[config.mk]
export PLATFORM = sky130hd
export DESIGN_NAME = hsq_ctrl
export DESIGN_NICKNAME = d
export VERILOG_FILES = /design/src/rtl/hsq_pkg.sv /design/src/rtl/hsq_join.sv /design/src/rtl/hsq_fsm.sv /design/src/rtl/hsq_start_dec.sv /design/src/rtl/hsq_ctrl.sv
export SDC_FILE = /design/constraint.sdc
export NUM_CORES = 1
export LEC_CHECK = 0
export BUFFER_PORTS_ARGS = -buffer_cell sky130_fd_sc_hd__buf_2
export CAP_MARGIN = 20
export CORE_AREA = 2 2 39 41
export DETAILED_ROUTE_END_ITERATION = 7
export DIE_AREA = 0 0 41 43
export SLEW_MARGIN = 20
export SYNTH_ARGS = -nofsm -noshare
export SYNTH_HDL_FRONTEND = slang
export SYNTH_SLANG_ARGS = --single-unit
[constraint.sdc]
create_clock -name clk -period 1.3 [get_ports clk]
set_input_delay 0.065 -clock clk [delete_from_list [all_inputs] [get_ports clk]]
set_output_delay 0.065 -clock clk [all_outputs]
set_load 0.01 [all_outputs]
[src/rtl/hsq_pkg.sv]
package hsq_pkg;
   localparam int STATE_W = 3;
   typedef enum logic [STATE_W-1:0] {
      ST_IDLE  = 3'd0,
      ST_FORK  = 3'd1,
      ST_JOIN  = 3'd2,
      ST_KICK  = 3'd3,
      ST_DRAIN = 3'd4
   } hsq_state_e;
endpackage

[src/rtl/hsq_join.sv]
module hsq_join #(
   parameter int NPAR = 2
) (
   input  logic [NPAR-1:0] busy_par,
   output logic            all_busy,
   output logic            any_busy
);
   generate
      if (NPAR == 1) begin : g_single
         assign all_busy = busy_par[0];
         assign any_busy = busy_par[0];
      end else begin : g_multi
         assign all_busy = &busy_par;
         assign any_busy = |busy_par;
      end
   endgenerate
endmodule

[src/rtl/hsq_fsm.sv]
module hsq_fsm
   import hsq_pkg::*;
(
   input  logic       clk,
   input  logic       rst,
   input  logic       tick,
   input  logic       all_busy,
   input  logic       any_busy,
   input  logic       busy_seq,
   output hsq_state_e state_q,
   output hsq_state_e state_d
);
   always_comb begin
      state_d = state_q;
      case (state_q)
         ST_IDLE:  if (tick)      state_d = ST_FORK;
         ST_FORK:  if (all_busy)  state_d = ST_JOIN;
         ST_JOIN:  if (!any_busy) state_d = ST_KICK;
         ST_KICK:  if (busy_seq)  state_d = ST_DRAIN;
         ST_DRAIN: if (!busy_seq) state_d = ST_IDLE;
         default:                 state_d = ST_IDLE;
      endcase
   end

   always_ff @(posedge clk) begin
      if (rst) state_q <= ST_IDLE;
      else     state_q <= state_d;
   end
endmodule

[src/rtl/hsq_start_dec.sv]
module hsq_start_dec
   import hsq_pkg::*;
#(
   parameter int NPAR = 2
) (
   input  hsq_state_e      state,
   output logic [NPAR-1:0] start_par,
   output logic            start_seq
);
   assign start_par = {NPAR{state == ST_FORK}};
   assign start_seq = (state == ST_KICK);
endmodule

[src/rtl/hsq_ctrl.sv]
module hsq_ctrl
   import hsq_pkg::*;
#(
   parameter int NPAR      = 2,
   parameter bit REG_START = 1'b1
) (
   input  logic               clk,
   input  logic               rst,
   input  logic               tick,
   input  logic [NPAR-1:0]    busy_par,
   input  logic               busy_seq,
   output logic [NPAR-1:0]    start_par,
   output logic               start_seq,
   output logic [STATE_W-1:0] state_o
);
   generate
      if (NPAR < 1) begin : g_bad_npar
         $error("hsq_ctrl: NPAR must be at least 1");
      end
   endgenerate

   logic       all_busy;
   logic       any_busy;
   hsq_state_e state_q;
   hsq_state_e state_d;

   hsq_join #(.NPAR(NPAR)) u_join (
      .busy_par (busy_par),
      .all_busy (all_busy),
      .any_busy (any_busy)
   );

   hsq_fsm u_fsm (
      .clk      (clk),
      .rst      (rst),
      .tick     (tick),
      .all_busy (all_busy),
      .any_busy (any_busy),
      .busy_seq (busy_seq),
      .state_q  (state_q),
      .state_d  (state_d)
   );

   generate
      if (REG_START) begin : g_reg
         logic [NPAR-1:0] sp_d, sp_q;
         logic            sc_d, sc_q;
         hsq_start_dec #(.NPAR(NPAR)) u_dec (
            .state     (state_d),
            .start_par (sp_d),
            .start_seq (sc_d)
         );
         always_ff @(posedge clk) begin
            if (rst) begin
               sp_q <= '0;
               sc_q <= 1'b0;
            end else begin
               sp_q <= sp_d;
               sc_q <= sc_d;
            end
         end
         assign start_par = sp_q;
         assign start_seq = sc_q;
      end else begin : g_comb
         hsq_start_dec #(.NPAR(NPAR)) u_dec (
            .state     (state_q),
            .start_par (start_par),
            .start_seq (start_seq)
         );
      end
   endgenerate

   assign state_o = state_q;
endmodule

==> results of run 1 <==
[final timing paths]
kind         cells past startpoint                          end  slack [ns]                        start
min                              2  u_fsm.state_q[1]$_SDFF_PP0_        0.08                     busy_seq
max                              3         start_seq$_SDFF_PP0_        0.05  u_fsm.state_q[0]$_SDFF_PP0_
max reg2reg                      3         start_seq$_SDFF_PP0_        0.05  u_fsm.state_q[0]$_SDFF_PP0_
min reg2reg                      2  u_fsm.state_q[2]$_SDFF_PP0_        0.56  u_fsm.state_q[2]$_SDFF_PP0_
[state kept, by name, indices dropped and copies added, names as in the netlist]
register	flops
start_seq	1
u_fsm.state_q	3
start_par	1
[power breakdown]
group          internal (W)  switching, W  total (W)
sequential         0.000163    0.00000679   0.000170
clock              0.000116     0.0000606   0.000176
combinational     0.0000362     0.0000365  0.0000727
total              0.000315      0.000104   0.000419
[routing by layer]
layer	GRT usage (%)	up-vias	wire length, microns
met2	7.81	9	209
met5	0	-	0
met3	9.42	0	54
met4	0	0	0
li1	-	111	-
met1	8.36	97	218
[logic make-up after synthesis]
| kind of cell | count (synthesis) |
|---|---|
| AO/OA/AOI/OAI | 3 |
| multiplexers | 1 |
| AND/OR/NAND/NOR | 11 |
| buffers and inverters | 1 |
| flip-flops | 5 |
[area by class of cell]
type / instances / area, sq um
sequential: 5 / 105
clock buffer: 4 / 26.3
timing repair buffer: 13 / 72.6
multi-input combinational: 15 / 143
tap: 16 / 20.0
fill: 163 / 1020
[worst reg2reg max path, delay by kind of cell, from the launching register on]
family,cells,cell delay (ns)
compound gates,2,0.34
flops,1,0.34
simple gates,1,0.48
[timing repair]
| item | 4_1_cts | 5_1_grt |
|---|---|---|
| setup endpoints to repair | 0 | 2 |
| endpoints found under the hold margin | 1 | 0 |
| resized for setup | 0 | 2 |
| hold buffers | 1 | 0 |
[through the flow]
step / worst slack, ns / utilization (%) / instances / instance area, sq um / hold WS (ns)
final: 0.0455 / 26.5 / 53 / 367 / 0.0838
after global routing: 0.00469 / 26.5 / 53 / 367 / 0.0821
after CTS: 0.0390 / 25.8 / 53 / 357 / 0.0747
after detailed placement: 0.0514 / 23.1 / 48 / 320 / 0.246
after global placement: 0.0712 / 23.1 / 48 / 320 / 0.244
after floorplan: 0.0733 / - / 21 / 245 / 0.141
[cells in the mapped netlist, drive strengths merged]
cell type | instances | area share (%)
nand3b | 1 | 3.3
and2 | 1 | 3.3
nor3b | 1 | 3.3
a2111oi | 1 | 12
nor2 | 4 | 6.5
buf | 1 | 3.3
or4b | 1 | 4.3
o311a | 1 | 4.9
mux2i | 1 | 4.3
nor4 | 1 | 2.7
dfxtp | 5 | 43
and3 | 1 | 2.7
a211oi | 1 | 3.3
or2 | 1 | 2.7
[layout by cell type, fill, tap and decap left out]
cell	instances
o311a_4	1
and3_1	1
dfxtp_1	3
dlygate4sd3_1	1
and2_2	1
nor4_2	1
nor3b_1	1
a2111oi_4	1
nor2_1	4
clkbuf_4	3
a211oi_1	1
buf_4	1
clkbuf_1	1
dfxtp_4	1
mux2i_1	1
dfxtp_2	1
buf_2	11
nand3b_1	1
or4b_4	1
or2_2	1
==> reports/metrics.cfg, run 1 <==
[detailed_routing]
wl_per_cell_microns=9.08
ant_nets=0
dr.pass1.iters=1
drc=0
first_iter_violations=0
wirelength_microns=481
viasPerCell=4.09
num_vias=217

[layout]
drive_gt1_share_pct=62.2
syn2layout_area_growth_pct=59.2
antenna_cells=0
final_nets=44

[grt]
grt_first_pass_wirelength_microns=752
grt_use_total_pct=6.93
overflow=0
grt_pass1_vias=177
grt_max_degree=8
grt_antenna_before_repair=0

[clock_tree]
path_clk_slew_ns=0.04
cts_buffers=3
htree_num_levels=1
cts_tree=built
ctsLongestPathBuffers=2
cts_root_buf=clkbuf_4
clock_latency_ns=0.24
cts.sink_count=5
post_cts_buffers=0

[floorplanning]
coreArea_sq_um=1380
initial_core_util_pct=16.6
die_w_microns=41
row_count=14
dieArea_sq_um=1760
io_pins=12
die_h_microns=43

[run]
cap_violations=0

[worst_setup_path]
cp-end-kind=flip-flop
critPathTopFamily=simple AND/OR/NAND/NOR gates
cp_cell_sequence=or4b_4 -> o311a_4 -> a2111oi_4
critical_path_class=reg2reg
start_kind=flip-flop
critPathSlowestCell=or4b_4
arrival_ns=1.39
worst-path-buf-inv=0
path_max_fanout=7
critPathMaxStageDelay_ns=0.48
crit_required_ns=1.44

[sta]
min_period_ns=1.25
tightest_slew_ns=0.239
skew_ns=0.0000778
rsz0062_at_grt=false
hold_violations=0
timing.fmax_mhz=797
fin_tns_setup_ns=0
slew_headroom_pct=84.0
finalCritPeriodShare_pct=96.5
final_max_slew_viol_count=0
setup_violations=0

[yosys]
avgSynthCellArea_sq_um=11.0
synth_simple_gate_area_share_pct=28.8
yosysUniqueCellTypes=14
synth_fa_ha_area_share_pct=0
ys_seq_area_share_pct=43.5
synthMuxAreaShare_pct=4.35
synthCells=21
synth_top_family_by_area=simple AND/OR/NAND/NOR gates
synth_xor_area_share_pct=0
synth_compound_area_share_pct=20.1
synth_fp_nets=27
netlist_area_sq_um=230
ys_ff_latch=5
yosys_warnings=0

[power_and_ir_drop]
power_density_nw_per_um2=1140
power.leakage_nw=0.155
power.total_w=0.000419
ir_worst_vdd_mv=0.486

[placed_design]
io_buffers=11
place_congestion=0.704
dp_hpwl_microns=391

[hold_path]
min_path_type=in2reg

[outcome]
status=completed

Note: power is estimated with default switching activity, not from simulation.
==> run 2: changes to the inputs <==
clock period = 1.15 ns   (was 1.3 ns; I/O delays follow)
==> run 2 against run 1 <==
Effect of this change: the run now ends with negative setup slack left; count of clock-buffer cells in the layout stayed put; hold slack got worse by 0.014 ns; total power rose by 19%; die area stayed put; final area is 8.2% higher; routed wire length rose by 25%; non-clock buffer count increased by 4; first-iteration DRC count up 2.
==> reports/metrics.cfg, run 2 (synthesis results as in run 1) <==
[outcome]
status=finished, violations left
violations=negative setup slack

[placed_design]
place_congestion=0.662  ; -6.0%
dp_hpwl_microns=421  ; +7.7%
placed_area_sq_um=343  ; +7.0%
post-place-ws_ns=-0.0746  ; -0.126 ns
io_buffers=11  ; unchanged

[sta]
min_period_ns=1.23  ; -0.0276 ns
tightest_slew_ns=0.245  ; +0.00572 ns
rsz0062_at_grt=true
setup_violations=2  ; +2
timing.fmax_mhz=815  ; +2.2%
hold_violations=0  ; unchanged
final_max_slew_viol_count=0  ; unchanged
slew_headroom_pct=83.6  ; -0.38 points
whs_ns=0.0700  ; -0.0138 ns
finalCritPeriodShare_pct=107  ; +10 points
layout_setup_ws_ns=-0.0769  ; -0.122 ns
skew_ns=0.00767  ; +0.00759 ns

[layout]
mostFrequentLayoutCells=11 x buf_2, 5 x buf_4, 4 x nor2_1, 3 x clkbuf_4, 3 x dfxtp_1
final_util_pct=28.7  ; +2.2 points
stdcell_area_sq_um=397  ; +8.2%
syn2layout_area_growth_pct=72.3
largest_reg_flops=3  ; unchanged
antenna_cells=0  ; unchanged
drive_gt1_share_pct=65.9  ; +3.7 points
n_fill_cell=150  ; -8.0%
regMostFlops=u_fsm.state_q
layout_commonest_cell=buf_2
final_nets=48  ; +9.1%

[detailed_routing]
wl_per_cell_microns=10.6  ; +17%
first_iter_violations=2  ; +2
drc=0  ; unchanged
wirelength_microns=603  ; +25%
dr.pass1.iters=2  ; +1
viasPerCell=4.23  ; +3.3%
num_vias=241  ; +11%
ant_nets=0  ; unchanged

[floorplanning]
row_count=14  ; unchanged
coreArea_sq_um=1380  ; unchanged
dieArea_sq_um=1760  ; unchanged
die_h_microns=43  ; unchanged
io_pins=12  ; unchanged
initial_core_util_pct=16.6  ; unchanged
die_w_microns=41  ; unchanged

[worst_setup_path]
start_kind=flip-flop
arrival_ns=1.38  ; about the same
critical_path_class=reg2reg
cp-end-kind=flip-flop
path_max_fanout=3  ; -4
crit_required_ns=1.30  ; -0.14 ns

[power_and_ir_drop]
power.total_w=0.000497  ; +19%
ir_worst_vdd_mv=0.625  ; +29%
power.leakage_nw=0.176  ; +13%
power_density_nw_per_um2=1250  ; +9.6%

[clock_tree]
cts.sink_count=5  ; unchanged
path_clk_slew_ns=0.05  ; about the same
cts_buffers=3  ; unchanged
cts_root_buf=clkbuf_4
htree_num_levels=1  ; unchanged
ctsLongestPathBuffers=2  ; unchanged
clock_latency_ns=0.24  ; about the same
cts_tree=built

[grt]
grt_use_total_pct=8.24  ; +1.3 points
grt_pass1_vias=229  ; +29%
overflow=0  ; unchanged
grt_first_pass_wirelength_microns=897  ; +19%
grt_antenna_before_repair=0  ; unchanged
grt_max_degree=8  ; unchanged

[run]
cap_violations=0  ; unchanged

[hold_path]
min_path_type=in2reg

==> run 2: stage by stage <==
stage | std cells | TNS, ns
2_1_floorplan | 21 | -0.116
3_3_place_gp | 51 | -0.115
3_5_place_dp | 51 | -0.143
4_1_cts | 56 | -0.147
5_1_grt | 57 | -0.205
6_report | 57 | -0.0833
==> run 2: cell type report <==
| cell class | count | area [sq um] | share of cell area (%) |
|---|---|---|---|
| Multi-Input combinational cell | 15 | 143 | 36.0 |
| Sequential cell | 5 | 105 | 26.5 |
| Timing Repair Buffer | 17 | 103 | 25.9 |
| Clock buffer | 4 | 26.3 | 6.62 |
| Tap cell | 16 | 20.0 | 5.05 |
==> run 2: path summary, 6_finish.rpt <==
path,from,slack [ns],endpoint,cells past startpoint
setup / recovery,u_fsm.state_q[1]$_SDFF_PP0_,-0.08,start_seq$_SDFF_PP0_,3
hold / removal,busy_seq,0.07,u_fsm.state_q[1]$_SDFF_PP0_,2
setup reg to reg,u_fsm.state_q[1]$_SDFF_PP0_,-0.08,start_seq$_SDFF_PP0_,3
hold reg to reg,u_fsm.state_q[2]$_SDFF_PP0_,0.56,u_fsm.state_q[2]$_SDFF_PP0_,2
==> run 2: critical path, cell delays in order, from the launching register on <==
cell and delay (ns):
dfxtp_4 0.34, or4b_4 0.45, o311a_4 0.15, a2111oi_4 0.18
==> run 2: per-layer routing <==
layer	wire, microns	vias up	track usage [%]
met3	64	0	9.42
met2	320	10	11.3
met4	0	0	2.00
met1	218	113	8.06
li1	-	118	-
met5	0	-	0
==> run 2: power breakdown <==
part	internal, W	switching, W	leakage [nW]
combinational	0.0000543	0.0000477	0.119
clock	0.000131	0.0000735	0.0150
sequential	0.000184	0.00000581	0.0420
total	0.000370	0.000127	0.176
==> run 2: repair_timing <==
action | in CTS | in global routing
hold endpoints to repair | 1 | 0
hold buffers | 1 | 0
resized for setup | 0 | 2
setup endpoints to repair | 2 | 3
gates cloned | 0 | 0
buffers inserted | 0 | 1
